### src/rtl/dfe_pkg.sv
package dfe_pkg;
  localparam int unsigned GUARD_BITS = 2;
  typedef enum logic {SYM_NEG = 1'b0, SYM_POS = 1'b1} sym_e;
endpackage

### src/rtl/dfe_sub_fb.sv
module dfe_sub_fb
  import dfe_pkg::*;
#(
  parameter int unsigned DW    = 8,
  parameter int unsigned N_UNR = 2,
  parameter int unsigned N_SUB = 2,
  localparam int unsigned NH = N_UNR + N_SUB
) (
  input  logic [DW-1:0]       sample_i,
  input  logic [NH-1:0]       hist_i,
  input  logic [N_SUB*DW-1:0] wt_i,
  output logic [DW-1:0]       eq_o
);
  localparam int unsigned GW = DW + GUARD_BITS;

  logic [GW-1:0] acc;
  logic [GW:0]   t;
  logic [DW-1:0] w;

  always_comb begin
    acc = {{GUARD_BITS{sample_i[DW-1]}}, sample_i};
    t   = '0;
    w   = '0;
    for (int j = 0; j < int'(N_SUB); j++) begin
      w = wt_i[j*DW +: DW];
      // d=+1 removes +w, d=-1 removes -w
      if (sym_e'(hist_i[N_UNR+j]) == SYM_POS)
        t = {acc[GW-1], acc} - {{(GW+1-DW){w[DW-1]}}, w};
      else
        t = {acc[GW-1], acc} + {{(GW+1-DW){w[DW-1]}}, w};
      if (t[GW] != t[GW-1])
        acc = t[GW] ? {1'b1, {(GW-1){1'b0}}} : {1'b0, {(GW-1){1'b1}}};
      else
        acc = t[GW-1:0];
    end
    if (acc[GW-1:DW-1] != {(GUARD_BITS+1){1'b0}} &&
        acc[GW-1:DW-1] != {(GUARD_BITS+1){1'b1}})
      eq_o = acc[GW-1] ? {1'b1, {(DW-1){1'b0}}} : {1'b0, {(DW-1){1'b1}}};
    else
      eq_o = acc[DW-1:0];
  end
endmodule

### src/rtl/dfe_thr_bank.sv
module dfe_thr_bank
  import dfe_pkg::*;
#(
  parameter int unsigned DW    = 8,
  parameter int unsigned N_UNR = 2,
  localparam int unsigned NP = 1 << N_UNR
) (
  input  logic [N_UNR*DW-1:0] wt_i,
  output logic [NP*DW-1:0]    thr_o
);
  localparam int unsigned GW = DW + GUARD_BITS;

  for (genvar p = 0; p < NP; p++) begin : g_pat
    localparam logic [N_UNR-1:0] PAT = p[N_UNR-1:0];
    logic [GW-1:0] acc;
    logic [GW:0]   t;
    logic [DW-1:0] w;

    always_comb begin
      acc = '0;
      t   = '0;
      w   = '0;
      for (int k = 0; k < int'(N_UNR); k++) begin
        w = wt_i[k*DW +: DW];
        if (PAT[k])
          t = {acc[GW-1], acc} + {{(GW+1-DW){w[DW-1]}}, w};
        else
          t = {acc[GW-1], acc} - {{(GW+1-DW){w[DW-1]}}, w};
        if (t[GW] != t[GW-1])
          acc = t[GW] ? {1'b1, {(GW-1){1'b0}}} : {1'b0, {(GW-1){1'b1}}};
        else
          acc = t[GW-1:0];
      end
      if (acc[GW-1:DW-1] != {(GUARD_BITS+1){1'b0}} &&
          acc[GW-1:DW-1] != {(GUARD_BITS+1){1'b1}})
        thr_o[p*DW +: DW] = acc[GW-1] ? {1'b1, {(DW-1){1'b0}}} : {1'b0, {(DW-1){1'b1}}};
      else
        thr_o[p*DW +: DW] = acc[DW-1:0];
    end
  end
endmodule

### src/rtl/dfe_slicer_bank.sv
module dfe_slicer_bank #(
  parameter int unsigned DW    = 8,
  parameter int unsigned N_UNR = 2,
  localparam int unsigned NP = 1 << N_UNR
) (
  input  logic [DW-1:0]    eq_i,
  input  logic [NP*DW-1:0] thr_i,
  input  logic [N_UNR-1:0] sel_i,
  output logic             dec_o,
  output logic             agree_o
);
  logic [NP-1:0] cmp;

  for (genvar p = 0; p < NP; p++) begin : g_cmp
    assign cmp[p] = $signed(eq_i) >= $signed(thr_i[p*DW +: DW]);
  end

  assign dec_o   = cmp[sel_i];
  assign agree_o = (&cmp) | ~(|cmp);
endmodule

### src/rtl/dfe_margin_ctr.sv
module dfe_margin_ctr #(
  parameter int unsigned CNT_W = 32
) (
  input  logic             clk_i,
  input  logic             rst_ni,
  input  logic             inc_i,
  input  logic             clr_i,
  output logic [CNT_W-1:0] cnt_o
);
  logic [CNT_W-1:0] cnt_q;

  always_ff @(posedge clk_i or negedge rst_ni) begin
    if (!rst_ni)              cnt_q <= '0;
    else if (clr_i)           cnt_q <= '0;
    else if (inc_i && !(&cnt_q)) cnt_q <= cnt_q + 1'b1;
  end

  assign cnt_o = cnt_q;

  a_r8_clear_wins: assert property (@(posedge clk_i) disable iff (!rst_ni)
    clr_i |=> cnt_q == '0);
  a_r7_sat_hold: assert property (@(posedge clk_i) disable iff (!rst_ni)
    (&cnt_q && !clr_i) |=> &cnt_q);
  a_r7_unit_step: assert property (@(posedge clk_i) disable iff (!rst_ni)
    !clr_i |=> (cnt_q == $past(cnt_q)) || (cnt_q == $past(cnt_q) + 1'b1));
endmodule

### src/rtl/unrolled_dfe.sv
module unrolled_dfe #(
  parameter int unsigned DW    = 8,
  parameter int unsigned N_UNR = 2,
  parameter int unsigned N_SUB = 2,
  parameter int unsigned CNT_W = 32
) (
  input  logic                clk_i,
  input  logic                rst_ni,
  input  logic                valid_i,
  input  logic [DW-1:0]       sample_i,
  input  logic [N_UNR*DW-1:0] unr_wt_i,
  input  logic [N_SUB*DW-1:0] sub_wt_i,
  input  logic                cnt_clr_i,
  output logic                valid_o,
  output logic                bit_o,
  output logic                agree_o,
  output logic [CNT_W-1:0]    lowm_cnt_o
);
  localparam int unsigned NH = N_UNR + N_SUB;
  localparam int unsigned NP = 1 << N_UNR;

  logic [N_UNR*DW-1:0] unr_wt_q;
  logic [N_SUB*DW-1:0] sub_wt_q;
  logic [NH-1:0]       hist_q;
  logic [DW-1:0]       eq_s;
  logic [NP*DW-1:0]    thr_s;
  logic                dec_s, agr_s;

  // weights only move while no symbol is in flight
  always_ff @(posedge clk_i or negedge rst_ni) begin
    if (!rst_ni) begin
      unr_wt_q <= '0;
      sub_wt_q <= '0;
    end else if (!valid_i) begin
      unr_wt_q <= unr_wt_i;
      sub_wt_q <= sub_wt_i;
    end
  end

  dfe_thr_bank #(.DW(DW), .N_UNR(N_UNR)) u_thr (
    .wt_i  (unr_wt_q),
    .thr_o (thr_s)
  );

  dfe_sub_fb #(.DW(DW), .N_UNR(N_UNR), .N_SUB(N_SUB)) u_sub (
    .sample_i (sample_i),
    .hist_i   (hist_q),
    .wt_i     (sub_wt_q),
    .eq_o     (eq_s)
  );

  dfe_slicer_bank #(.DW(DW), .N_UNR(N_UNR)) u_slc (
    .eq_i    (eq_s),
    .thr_i   (thr_s),
    .sel_i   (hist_q[N_UNR-1:0]),
    .dec_o   (dec_s),
    .agree_o (agr_s)
  );

  dfe_margin_ctr #(.CNT_W(CNT_W)) u_cnt (
    .clk_i  (clk_i),
    .rst_ni (rst_ni),
    .inc_i  (valid_i & ~agr_s),
    .clr_i  (cnt_clr_i),
    .cnt_o  (lowm_cnt_o)
  );

  // decision loop closes in one cycle: hist_q feeds the very next sample
  always_ff @(posedge clk_i or negedge rst_ni) begin
    if (!rst_ni) begin
      hist_q  <= '0;
      valid_o <= 1'b0;
      bit_o   <= 1'b0;
      agree_o <= 1'b0;
    end else begin
      valid_o <= valid_i;
      if (valid_i) begin
        hist_q  <= {hist_q[NH-2:0], dec_s};
        bit_o   <= dec_s;
        agree_o <= agr_s;
      end
    end
  end

  a_r2_hist_hold: assert property (@(posedge clk_i) disable iff (!rst_ni)
    !valid_i |=> $stable(hist_q));
  a_r9_wt_hold: assert property (@(posedge clk_i) disable iff (!rst_ni)
    valid_i |=> ($stable(unr_wt_q) && $stable(sub_wt_q)));
  a_r10_hist_head: assert property (@(posedge clk_i) disable iff (!rst_ni)
    valid_o |-> hist_q[0] == bit_o);
  a_r6_agree_dec: assert property (@(posedge clk_i) disable iff (!rst_ni)
    (valid_i && agr_s) |-> dec_s == (($signed(eq_s) >= $signed(thr_s[DW-1:0]))));
endmodule

### config.mk
export PLATFORM = sky130hd
export DESIGN_NAME = unrolled_dfe
export DESIGN_NICKNAME = d
export VERILOG_FILES = /design/src/rtl/dfe_pkg.sv /design/src/rtl/dfe_sub_fb.sv /design/src/rtl/dfe_thr_bank.sv /design/src/rtl/dfe_slicer_bank.sv /design/src/rtl/dfe_margin_ctr.sv /design/src/rtl/unrolled_dfe.sv
export SDC_FILE = /design/constraint.sdc
export NUM_CORES = 1
export LEC_CHECK = 0
export BUFFER_PORTS_ARGS = -buffer_cell sky130_fd_sc_hd__clkbuf_2
export CORE_MARGIN = 5
export CORE_UTILIZATION = 51
export DETAILED_ROUTE_END_ITERATION = 10
export PLACE_DENSITY_LB_ADDON = 0.05
export REMOVE_ABC_BUFFERS = 1
export SLEW_MARGIN = 20
export SYNTH_ARGS = -nofsm -noshare
export SYNTH_HDL_FRONTEND = slang
export SYNTH_SLANG_ARGS = --single-unit
### constraint.sdc
create_clock -name clk_i -period 12.1 [get_ports clk_i]
set_clock_uncertainty 0.2 [all_clocks]
set_input_delay 2.42 -clock clk_i [delete_from_list [all_inputs] [get_ports clk_i]]
set_output_delay 2.42 -clock clk_i [all_outputs]
set_load 0.05 [all_outputs]
; ---- Yosys cells after proc, flatten, opt, wreduce, memory -nomap -nowiden
; Cells that the tools add are included.
[classes]
n_addsub = 10
n_lt_le_gt_ge = 5
n_eq_ne = 12
muxes = 30
bitwise_logic = 4
reduce_logical = 16
[ops]
columns = op, n
row1 = 10-bit 2-to-1 mux, 14
row2 = 8-bit 2-to-1 mux, 10
row3 = 32-bit 2-to-1 mux, 2
row4 = "32-bit by 1-bit adder with 32-bit output, second input constant", 1
row5 = 8-bit >= comparator, 4
row6 = 32-bit AND reduction, 1
row7 = 10-bit by 8-bit adder with 11-bit output, 2
row8 = 11-bit 2-to-1 mux, 2
row9 = 10-bit by 8-bit subtractor with 11-bit output, 2
row10 = 8-bit by 8-bit adder with 9-bit output, 2
row11 = 8-bit by 8-bit subtractor with 9-bit output, 2
row12 = "3-bit inequality test, second input constant", 5
row13 = 3-bit nonzero test, 5
row14 = "1-bit by 8-bit subtractor with 9-bit output, first input constant", 1
row15 = 1-bit inequality test, 7
row16 = 1-bit logical AND, 6
row17 = 4-bit AND reduction, 1
row18 = 4-bit OR reduction, 1
row19 = "2-bit by 3-bit less-than comparator with 1-bit output, second input constant", 1
row20 = 1-bit binary-select mux with 2-bit select, 1
row21 = 1-bit NOT, 2
row22 = 2-bit nonzero test, 1
row23 = 1-bit bitwise AND, 1
row24 = 1-bit logical NOT, 1
row25 = 2 further kinds, 2
[word_totals]
register_bits = 71
out_inout_bits = 35
word_cells = 84

; ---- Longest topological paths before layout
; Gate-level depths: netlist (run 1).
[logic_depth]
word_depth = 20
ltp_mapped = 34
ltp_nobuf = 33

; ---- Hierarchy
; A second synthesis (run 1) with hierarchy kept.
[hier_totals]
hier_cells = 900
area_unflattened_um2 = 7842.5
[modules_own_cells]
columns = module, instances, cells_each, area_each_um2
row1 = dfe_thr_bank, 1, 347, 2433.6
row2 = dfe_margin_ctr, 1, 190, 1865.5
row3 = unrolled_dfe, 1, 80, 1483.9
row4 = dfe_sub_fb, 1, 168, 1223.7
row5 = dfe_slicer_bank, 1, 115, 835.8

; ---- Least setup slack after synthesis (run 1)
; No wires, ideal clock.
[synth_timing]
kind = input to register
start = in sample_i[0]
end = reg u_cnt.cnt_q[24], in the netlist u_cnt.cnt_o[24]
setup_time_ps = 128
arrival_ps = 7873
path_slack_ps = 3899
path_stages = 30
cell_sequence = inv_1 -> ha_1 -> fa_1 -> nor2b_1 -> o2111ai_1 -> nand4b_1 -> xor2_1 -> ha_1 -> or3_1 -> o22ai_1 -> a21oi_1 -> a21o_1 -> a21o_1 -> xor2_1 -> inv_1 -> ha_1 -> nor2_1 -> a211oi_1 -> a21oi_1 -> o21ai_0 -> ha_1 -> nor2b_1 -> o21ai_1 -> a41oi_1 -> a21oi_1 -> or4_4 -> nand2_1 -> buf_4 -> nor3_1 -> mux2_1
[synth_via]
elab_chain_cells = 19
elab_cells_between_ends = 29
[synth_lines]
columns = item, line
row1 = from (decl), unrolled_dfe.sv:10  ; input logic [DW-1:0] sample_i,
row2 = 8-bit by 8-bit adder with 9-bit output / 8-bit by 8-bit subtractor with 9-bit output (equally long branches), "dfe_sub_fb.sv:30, dfe_sub_fb.sv:28"
row3 = 11-bit 2-to-1 mux (*), dfe_sub_fb.sv:27  ; if (sym_e'(hist_i[N_UNR+j]) == SYM_POS)
row4 = 10-bit 2-to-1 mux / 1-bit inequality test (equally long branches), "dfe_sub_fb.sv:32, dfe_sub_fb.sv:31"
row5 = 10-bit 2-to-1 mux (*), dfe_sub_fb.sv:31  ; if (t[GW] != t[GW-1])
row6 = 10-bit by 8-bit adder with 11-bit output / 10-bit by 8-bit subtractor with 11-bit output (equally long branches), "dfe_sub_fb.sv:30, dfe_sub_fb.sv:28"
row7 = 11-bit 2-to-1 mux (*), dfe_sub_fb.sv:27
row8 = 10-bit 2-to-1 mux / 1-bit inequality test (equally long branches), "dfe_sub_fb.sv:32, dfe_sub_fb.sv:31"
row9 = 10-bit 2-to-1 mux (*), dfe_sub_fb.sv:31
row10 = [3 not listed], n/a
row11 = 8-bit >= comparator, dfe_slicer_bank.sv:15  ; assign cmp[p] = $signed(eq_i) >= $signed(thr_i[p*DW +: DW]);
row12 = 4-bit OR reduction, dfe_slicer_bank.sv:19  ; assign agree_o = (&cmp) | ~(|cmp);
row13 = 1-bit NOT, dfe_slicer_bank.sv:19
row14 = 1-bit OR (*), dfe_slicer_bank.sv:19
row15 = 1-bit NOT (*), unrolled_dfe.sv:63  ; .inc_i (valid_i & ~agr_s),
row16 = 1-bit bitwise AND (*), unrolled_dfe.sv:63
row17 = 1-bit logical AND (*), dfe_margin_ctr.sv:15  ; else if (inc_i && !(&cnt_q)) cnt_q <= cnt_q + 1'b1;
row18 = 2-bit nonzero test (no line) (*), n/a
row19 = to (signal assigned), dfe_margin_ctr.sv:15
row20 = to (decl), dfe_margin_ctr.sv:10  ; logic [CNT_W-1:0] cnt_q;
; Mark *: on every way between the ends. The rest lies on a longest branch, timed or not.
; A chain may end at the register's enable or synchronous reset.

; ---- Worst setup path after layout (run 1)
[layout_timing]
start = in sample_i[0]
end = reg u_cnt.cnt_q[11], in the netlist u_cnt.cnt_o[11]
; The elaborated chain is that of the path after synthesis.

==> results of run 1 <==
## kinds of logic after synthesis
kind of cell / count (synthesis)
adder cells (fa/ha/maj): 98
buffers and inverters: 82
AND/OR/NAND/NOR: 251
AO/OA/AOI/OAI: 210
multiplexers: 49
XOR/XNOR: 62
flip-flops: 70
## flip-flops by register name, indices dropped and copies added, names as in the netlist
| signal | cells |
|---|---|
| hist_q | 4 |
| sub_wt_q | 16 |
| unr_wt_q | 16 |
| agree_o | 1 |
| u_cnt.cnt_o | 32 |
| valid_o | 1 |
## cells in the final DEF (no fill, tap or decap), types with 3 or more instances in the layout
cell	netlist	layout
ha_1	92	92
clkbuf_2	0	77
nor2_1	76	76
dfrtp_1	70	70
a21oi_1	64	64
inv_1	56	56
mux2_2	44	44
xnor2_1	42	42
nand2_1	41	41
o21ai_0	37	37
a21o_1	23	23
nand3_1	21	21
nor3_1	20	20
nor2b_1	20	20
o21a_1	20	20
xor2_1	19	19
or3_1	18	18
nand4_1	10	10
nor4_1	10	10
nand2b_1	9	9
clkbuf_16	0	9
and3_1	8	8
a31oi_1	6	6
fa_1	6	6
o22ai_1	5	5
a211oi_1	5	5
a41oi_1	5	5
mux2i_1	4	4
o21ai_1	4	4
a31o_2	4	4
o21bai_1	3	3
nor4b_1	3	3
a21boi_0	3	3
bufinv_16	0	3
## cells in the mapped netlist, types with 3 or more instances
| cell type | instances | area [um2] |
|---|---|---|
| a21oi_1 | 64 | 320 |
| clkbuf_1 | 15 | 56.3 |
| or3_1 | 18 | 113 |
| nor4_1 | 10 | 62.6 |
| mux2_2 | 44 | 495 |
| nor3_1 | 20 | 100 |
| nand4_1 | 10 | 62.6 |
| o21ai_0 | 37 | 185 |
| a211oi_1 | 5 | 37.5 |
| o21bai_1 | 3 | 22.5 |
| a41oi_1 | 5 | 43.8 |
| a31o_2 | 4 | 35.0 |
| inv_1 | 56 | 210 |
| o22ai_1 | 5 | 31.3 |
| nand2_1 | 41 | 154 |
| xnor2_1 | 42 | 368 |
| fa_1 | 6 | 120 |
| a31oi_1 | 6 | 37.5 |
| dfrtp_1 | 70 | 1750 |
| ha_1 | 92 | 1150 |
| buf_2 | 7 | 35.0 |
| nor4b_1 | 3 | 26.3 |
| a21o_1 | 23 | 173 |
| mux2i_1 | 4 | 40.0 |
| nand2b_1 | 9 | 56.3 |
| a21boi_0 | 3 | 22.5 |
| nand3_1 | 21 | 105 |
| nor2b_1 | 20 | 125 |
| o21a_1 | 20 | 150 |
| nor2_1 | 76 | 285 |
| xor2_1 | 19 | 166 |
| and3_1 | 8 | 50.1 |
| o21ai_1 | 4 | 20.0 |
## per-layer routing
metal	GRT usage [%]	vias to the layer above	routed length, um
met5	0	-	0
met4	6.92	0	337
met3	3.74	26	655
met2	36.0	114	8430
met1	28.2	2918	8030
li1	-	3085	-
## through the flow
stage                     setup WS (ns)  std cells
after floorplan                    3.82        796
after global placement             2.97       1055
after detailed placement           2.71       1055
after CTS                          3.05       1071
after global routing               2.46       1071
final                              2.97       1071
## layout make-up
class                      count  area share [%]
sequential                    70            21.8
timing repair buffer          79            4.99
clock buffer                  11            3.02
inverter                      56            2.62
clock inverter                 5            1.33
tap                          180            2.81
multi-input combinational    670            63.4
## path summary, 6_finish.rpt
check / from / to / slack [ns] / cells past startpoint
min: sub_wt_q[14] / sub_wt_q[14] / 0.37 / 1
max reg2reg: sub_wt_q[0] / u_cnt.cnt_o[11] / 4.17 / 33
max: sample_i[0] / u_cnt.cnt_o[11] / 2.97 / 30
min in group asynchronous: rst_ni / u_cnt.cnt_o[1] / 2.00 / 1
max in group asynchronous: rst_ni / sub_wt_q[6] / 9.09 / 1
min reg2reg: sub_wt_q[14] / sub_wt_q[14] / 0.37 / 1
## worst max-delay path, delay by kind of cell
kind	cells	cell delay, ns
adder cells (fa/ha/maj)	5	1.45
AND/OR/NAND/NOR	8	2.40
AO/OA/AOI/OAI	12	2.43
XOR/XNOR	2	0.27
buffers and inverters	3	0.18
==> results.txt, run 1 <==
Initial Util = 51.9%
vias in the first global route = 6125
Initial DRT Pass Iterations = 5
# resized after CTS = 0
count of input and output buffers = 78
Antenna Nets Post-Route = 0
initial antenna violation count = 0
worst min path class = flop to flop
clock slew at reported path FFs = 0.06 ns
Adder-Cell Fraction of Synth Area = 17.7%
global placement routability congestion = 0.859
GRT Residual Overflow = 0
Worst-Margin Slew = 0.916 ns
unique cell type count in the Yosys netlist = 72
Max Cap Viol = 0
max-slew violation count = 0
placed cell area = 7680 um2
Die Wd = 129 um
Hold Fails Final Rpt = 0
fin crit share = 75.5%
worst hold slack = 0.369 ns
flip-flop and latch area = 1750 um2
Die ar. = 16500 um2
I/O pins = 79
synthesized cell area = 7170 um2
min Tclk post-route = 9.13 ns
Die Y = 129 um
type of origin of the critical path = input port
RSZ-0062 raised after global routing = false
wire per inst = 16.3 um
routed vias/inst = 5.74
multiplexer share of the synthesized area = 7.62%
DRT iter0 DRCs = 312
finished layout cell area = 8030 um2
Crit. End Element = flop
DRC violations left = 0
Worst-Skew Late Latency = 0.34 ns
YS warnings = 0
num rows = 43
Vias = 6143
Area Overhead vs Synth = 11.9%
post-synthesis sequential area ratio = 24.4%
total routed wirelength = 17500 um
antenna cells = 0
crit-path max cell delay = 0.67 ns
status = finished, final reports clean
Slew headroom = 39.0%
Setup violations, final = 0
fin util = 58.0%
Peak Freq = 110 MHz
Synth Area in Compound Gates = 19.7%
CTS tree = done
CP Class = input port to flop
NumNets Final = 1028
asr flop ratio synth = 100%
CTS hold repair buffers = 0
fillers = 1238
H-tree depth = 3
Num CTS Buffers = 9
critical path fanouts, max = 24
Post-CTS Setup Bufs = 0
core area = 13800 um2
DP HPWL = 13800 um
Synth Area in Simple Gates = 18.1%
Crit path arrival time = 9.18 ns
multi-input gate area in the final layout = 5090 um2
Syn Area/Cell = 8.73 um2
clock root buffer = clkbuf_16
setup TNS = 0 ns
number of synthesized flops with an enable pin = 0
critical path's slowest cell = or4b_1
largest family of logic cells by synthesized area = compound AO/OA/AOI/OAI gates
XOR/XNOR Fraction of Synth Area = 7.83%
CP Data Required Time = 12.15 ns
Main synth FF type = dfrtp_1
GRT Overall Usage = 21.5%
largest net degree at the start of global routing = 71
clk buf depth = 2
clk sinks = 70
Post-Synthesis Cells = 822
Synth Register Bits = 70
first-pass GRT wire length = 28700 um
layout cells sized above 1 = 18.1%
Power of run 1 is not shown: default switching activity piles up to over one toggle a cycle in this logic, so the estimate is an artifact.
==> run 2: changes to the inputs <==
==> constraint.sdc (replaced) <==
create_clock -name clk_i -period 7.5 [get_ports clk_i]
set_clock_uncertainty 0.2 [all_clocks]
set_input_delay 1.5 -clock clk_i [delete_from_list [all_inputs] [get_ports clk_i]]
set_output_delay 1.5 -clock clk_i [all_outputs]
set_load 0.05 [all_outputs]
==> results.txt, run 2 (synthesis results as in run 1) <==
Finished Layout Cells = 1102 (+2.9%)
commonest non-fill, non-tap cell in the layout = ha_1
clock slew at reported path FFs = 0.06 ns (about the same)
CTS hold repair buffers = 0 (unchanged)
commonest cells after routing, fill and taps aside = ha_1, clkbuf_2, nor2_1, dfrtp_1, a21oi_1
Crit. End Element = flop
critical path fanouts, max = 5 (-79%)
Area Overhead vs Synth = 17.3%
placed cell area = 7920 um2 (+3.1%)
Die ar. = 16500 um2 (unchanged)
Inst Count DP = 1085 (+2.8%)
Setup WS pre-CTS = -0.366 ns (-3.07 ns)
DP HPWL = 13900 um (+0.31%)
critical path's slowest cell = or4_4
Worst-Margin Slew = 0.911 ns (-0.00418 ns)
CTS tree = done
fin util = 60.9% (+2.8 points)
Peak Freq = 141 MHz
DRT iter0 DRCs = 365 (+17%)
clk buf depth = 2 (unchanged)
DRC violations left = 0 (unchanged)
core area = 13800 um2 (unchanged)
GRT Overall Usage = 21.9% (+0.48 points)
CP Class = input port to flop
type of origin of the critical path = input port
antenna cells = 0 (unchanged)
min Tclk post-route = 7.11 ns
wire per inst = 15.9 um (-2.2%)
Setup WS post-layout = 0.392 ns (-2.58 ns)
initial antenna violation count = 0 (unchanged)
Max Cap Viol = 0 (unchanged)
crit-path max cell delay = 0.54 ns (-0.13 ns)
worst min path class = flop to flop
count of input and output buffers = 78 (unchanged)
I/O pins = 79 (unchanged)
Slew headroom = 39.2% (+0.28 points)
Largest register FFs = 32 (unchanged)
num rows = 43 (unchanged)
layout cells sized above 1 = 24.2% (+6.1 points)
Setup violations, final = 0 (unchanged)
global placement routability congestion = 0.895 (+4.2%)
largest net degree at the start of global routing = 71 (unchanged)
wire length on met3 = 674 um (+2.9%)
Antenna Nets Post-Route = 0 (unchanged)
finished layout cell area = 8420 um2 (+4.9%)
total routed wirelength = 17600 um (+0.62%)
vias in the first global route = 6341 (+3.5%)
GRT Residual Overflow = 0 (unchanged)
clock root buffer = clkbuf_16
Initial DRT Pass Iterations = 5 (unchanged)
status = finished, final reports clean
NumNets Final = 1059 (+3.0%)
Die Y = 129 um (unchanged)
routed vias/inst = 5.73 (about the same)
Vias = 6319 (+2.9%)
Top cell by count, worst path = ha_1
clk sinks = 70 (unchanged)
H-tree depth = 3 (unchanged)
Num CTS Buffers = 9 (unchanged)
Initial Util = 51.9% (unchanged)
max-slew violation count = 0 (unchanged)
Post-Route M1 WL = 7950 um (-1.0%)
first-pass GRT wire length = 29600 um (+3.0%)
Crit path arrival time = 7.18 ns (-2.00 ns)
met2 routed WL = 8600 um (+2.1%)
Die Wd = 129 um (unchanged)
CP Data Required Time = 7.58 ns (-4.57 ns)
Worst-Skew Late Latency = 0.35 ns (about the same)
highest routed layer = met4
Hold Fails Final Rpt = 0 (unchanged)
fin crit share = 94.8%
[run 2: changes by cell type in the layout (fill, tap and decap cells not counted), moves of 3 or more]
cell     previous run  this run
a21oi_1            64        58
a21oi_2             1         5
a41oi_1             5         1
a41oi_2             0         4
buf_4               2        32
inv_6               0         3
o21a_1             20        16
[run 2: metal layers]
layer | GRT usage [%] | vias up
li1 | - | 3138
met1 | 28.7 | 3031
met2 | 37.8 | 122
met3 | 2.66 | 28
met4 | 6.98 | 0
met5 | 0 | -
[run 2: stage by stage]
step | setup TNS [ns] | hold slack, ns
2_1_floorplan | 0 | 0.310
3_3_place_gp | -2.30 | 0.347
3_5_place_dp | -7.85 | 0.361
4_1_cts | 0 | 0.374
5_1_grt | -0.0937 | 0.385
6_report | 0 | 0.364
[run 2: path summary, 6_finish.rpt]
check                       startpoint               to  slack, ns  cells past startpoint
max                        sample_i[1]  u_cnt.cnt_o[15]       0.39                     33
min                        sub_wt_q[4]      sub_wt_q[4]       0.36                      1
max reg2reg                sub_wt_q[0]  u_cnt.cnt_o[15]       0.59                     36
min reg2reg                sub_wt_q[4]      sub_wt_q[4]       0.36                      1
max in group asynchronous       rst_ni      sub_wt_q[8]       5.41                      1
min in group asynchronous       rst_ni   u_cnt.cnt_o[5]       1.08                      1
[run 2: layout make-up]
type | instances | area [um2]
clock inverter | 7 | 104
tap | 180 | 225
clock buffer | 9 | 225
multi-input combinational | 670 | 5260
sequential | 70 | 1750
timing repair buffer | 110 | 646
inverter | 56 | 210
fill | 1232 | 5410
[run 2: repair_timing]
| item | in CTS | in global routing |
|---|---|---|
| buffers inserted | 0 | 1 |
| hold endpoints to repair | 0 | 0 |
| endpoints found under the setup margin | 1 | 32 |
| pin swaps | 0 | 8 |
| resized for setup | 3 | 33 |
[run 2: worst max-delay path: cells and delay by family]
kind                     cells  cell delay, ns
AND/OR/NAND/NOR              9            1.81
XOR/XNOR                     2            0.27
AO/OA/AOI/OAI               13            2.02
buffers and inverters        5            0.62
adder cells (fa/ha/maj)      4            0.95
Power of run 2 is left out for the same reason.
==> run 3: changes to the inputs <==
--- a/config.mk
+++ b/config.mk
@@ -9,7 +9,7 @@
 export CORE_MARGIN = 5
 export CORE_UTILIZATION = 51
 export DETAILED_ROUTE_END_ITERATION = 10
-export PLACE_DENSITY_LB_ADDON = 0.05
+export PLACE_DENSITY = 0.74
 export REMOVE_ABC_BUFFERS = 1
 export SLEW_MARGIN = 20
 export SYNTH_ARGS = -nofsm -noshare
==> results.txt, run 3 (synthesis results as in run 1) <==
Inst Count DP = 1075 (-0.92%)
Num CTS Buffers = 9 (unchanged)
Peak Freq = 141 MHz (+0.35%)
clock root buffer = clkbuf_16
Crit path arrival time = 7.11 ns (-0.07 ns)
Hold Fails Final Rpt = 0 (unchanged)
NumNets Final = 1050 (-0.85%)
routed vias/inst = 5.80 (+1.2%)
commonest cells after routing, fill and taps aside = ha_1, clkbuf_2, nor2_1, dfrtp_1, a21oi_1
Die Y = 129 um (unchanged)
CTS tree = done
worst min path class = flop to flop
Largest register FFs = 32 (unchanged)
clk sinks = 70 (unchanged)
max-slew violation count = 0 (unchanged)
CTS hold repair buffers = 0 (unchanged)
Area Overhead vs Synth = 15.6%
CP Data Required Time = 7.53 ns (-0.05 ns)
Initial Util = 51.9% (unchanged)
flip-flop and latch area = 1750 um2 (unchanged)
core area = 13800 um2 (unchanged)
Setup violations, final = 0 (unchanged)
I/O pins = 79 (unchanged)
clock slew at reported path FFs = 0.06 ns (about the same)
Max Cap Viol = 0 (unchanged)
type of origin of the critical path = input port
status = finished, final reports clean
Initial DRT Pass Iterations = 5 (unchanged)
Slew headroom = 38.8% (-0.40 points)
commonest non-fill, non-tap cell in the layout = ha_1
Vias = 6340 (+0.33%)
wire per inst = 15.5 um (-2.9%)
count of input and output buffers = 78 (unchanged)
critical path fanouts, max = 11 (+6)
clk buf depth = 2 (unchanged)
GRT Overall Usage = 20.5% (-1.4 points)
Crit. End Element = flop
fin crit share = 94.4% (-0.33 points)
largest net degree at the start of global routing = 71 (unchanged)
H-tree depth = 3 (unchanged)
num rows = 43 (unchanged)
Finished Layout Cells = 1093 (-0.82%)
antenna cells = 0 (unchanged)
DRT iter0 DRCs = 380 (+4.1%)
Top cell by count, worst path = ha_1
Worst-Margin Slew = 0.917 ns (+0.00600 ns)
crit-path max cell delay = 0.56 ns (+0.02 ns)
global placement routability congestion = 0.862 (-3.7%)
R2R setup slack = 0.65 ns (+0.06 ns)
fillers = 1190 (-3.4%)
total routed wirelength = 16900 um (-3.7%)
GRT Residual Overflow = 0 (unchanged)
DP HPWL = 13000 um (-6.2%)
layout cells sized above 1 = 22.1% (-2.1 points)
initial antenna violation count = 0 (unchanged)
multi-input gate area in the final layout = 5170 um2 (-1.7%)
Die Wd = 129 um (unchanged)
critical path's slowest cell = or4_4
min Tclk post-route = 7.08 ns (-0.0246 ns)
CP Class = input port to flop
vias in the first global route = 6082 (-4.1%)
Antenna Nets Post-Route = 0 (unchanged)
Worst-Skew Late Latency = 0.34 ns (about the same)
Die ar. = 16500 um2 (unchanged)
RSZ-0062 raised after global routing = false
first-pass GRT wire length = 28000 um (-5.4%)
DRC violations left = 0 (unchanged)
-- run 3: changes by cell type in the layout (fill, tap and decap cells not counted), sizes merged --
cell and change:
bufinv +1, buf -9, inv -2, clkbuf +1
-- run 3: per-layer routing --
metal / vias to the layer above / part of all wire, % / global-route usage (%)
li1: 3135 / - / -
met2: 134 / 48 / 34.2
met4: 0 / 1.7 / 6.36
met1: 3048 / 47 / 27.9
met3: 23 / 3.6 / 2.49
met5: - / 0 / 0
-- run 3: timing repair --
action / 4_1_cts / 5_1_grt
gates resized for setup: 0 / 21
buffers inserted: 0 / 2
endpoints found under the setup margin: 0 / 32
-- run 3: worst max-delay path: cells and delay by family --
family,cells,cell delay (ns)
AOI/OAI and AO/OA,12,1.74
and+or+nand+nor,7,1.59
adders and majority gates,5,1.21
buffers and inverters,5,0.50
muxes,1,0.32
xor gates and xnor gates,2,0.26
-- run 3: final cells by class --
| type | count | share of cell area [%] |
|---|---|---|
| Clock inverter | 6 | 1.40 |
| Sequential cell | 70 | 21.1 |
| Multi-Input combinational cell | 670 | 62.3 |
| Tap cell | 180 | 2.72 |
| Inverter | 56 | 2.54 |
| Clock buffer | 10 | 2.88 |
| Timing Repair Buffer | 101 | 7.02 |
-- run 3: path summary, 6_finish.rpt --
path / depth (start not counted) / end / startpoint
hold reg to reg: 1 / unr_wt_q[8] / unr_wt_q[8]
min in group asynchronous: 1 / unr_wt_q[12] / rst_ni
setup / recovery: 32 / u_cnt.cnt_o[24] / sample_i[0]
max in group asynchronous: 1 / sub_wt_q[8] / rst_ni
setup reg to reg: 35 / u_cnt.cnt_o[24] / sub_wt_q[0]
hold / removal: 1 / unr_wt_q[8] / unr_wt_q[8]
-- run 3: metrics by stage --
step                      setup slack [ns]  util (%)  hold WS (ns)  setup TNS, ns  instance area (um2)
after floorplan                      0.143         -         0.310              0                 7050
after detailed placement            -0.213      56.7         0.342          -4.14                 7840
after global placement             -0.0709      56.7         0.330         -0.479                 7840
final                                0.417      60.0         0.349              0                 8290
after CTS                            0.104      59.3         0.354              0                 8200
after global routing               0.00890      60.0         0.378              0                 8290
Power of run 3 is left out for the same reason.
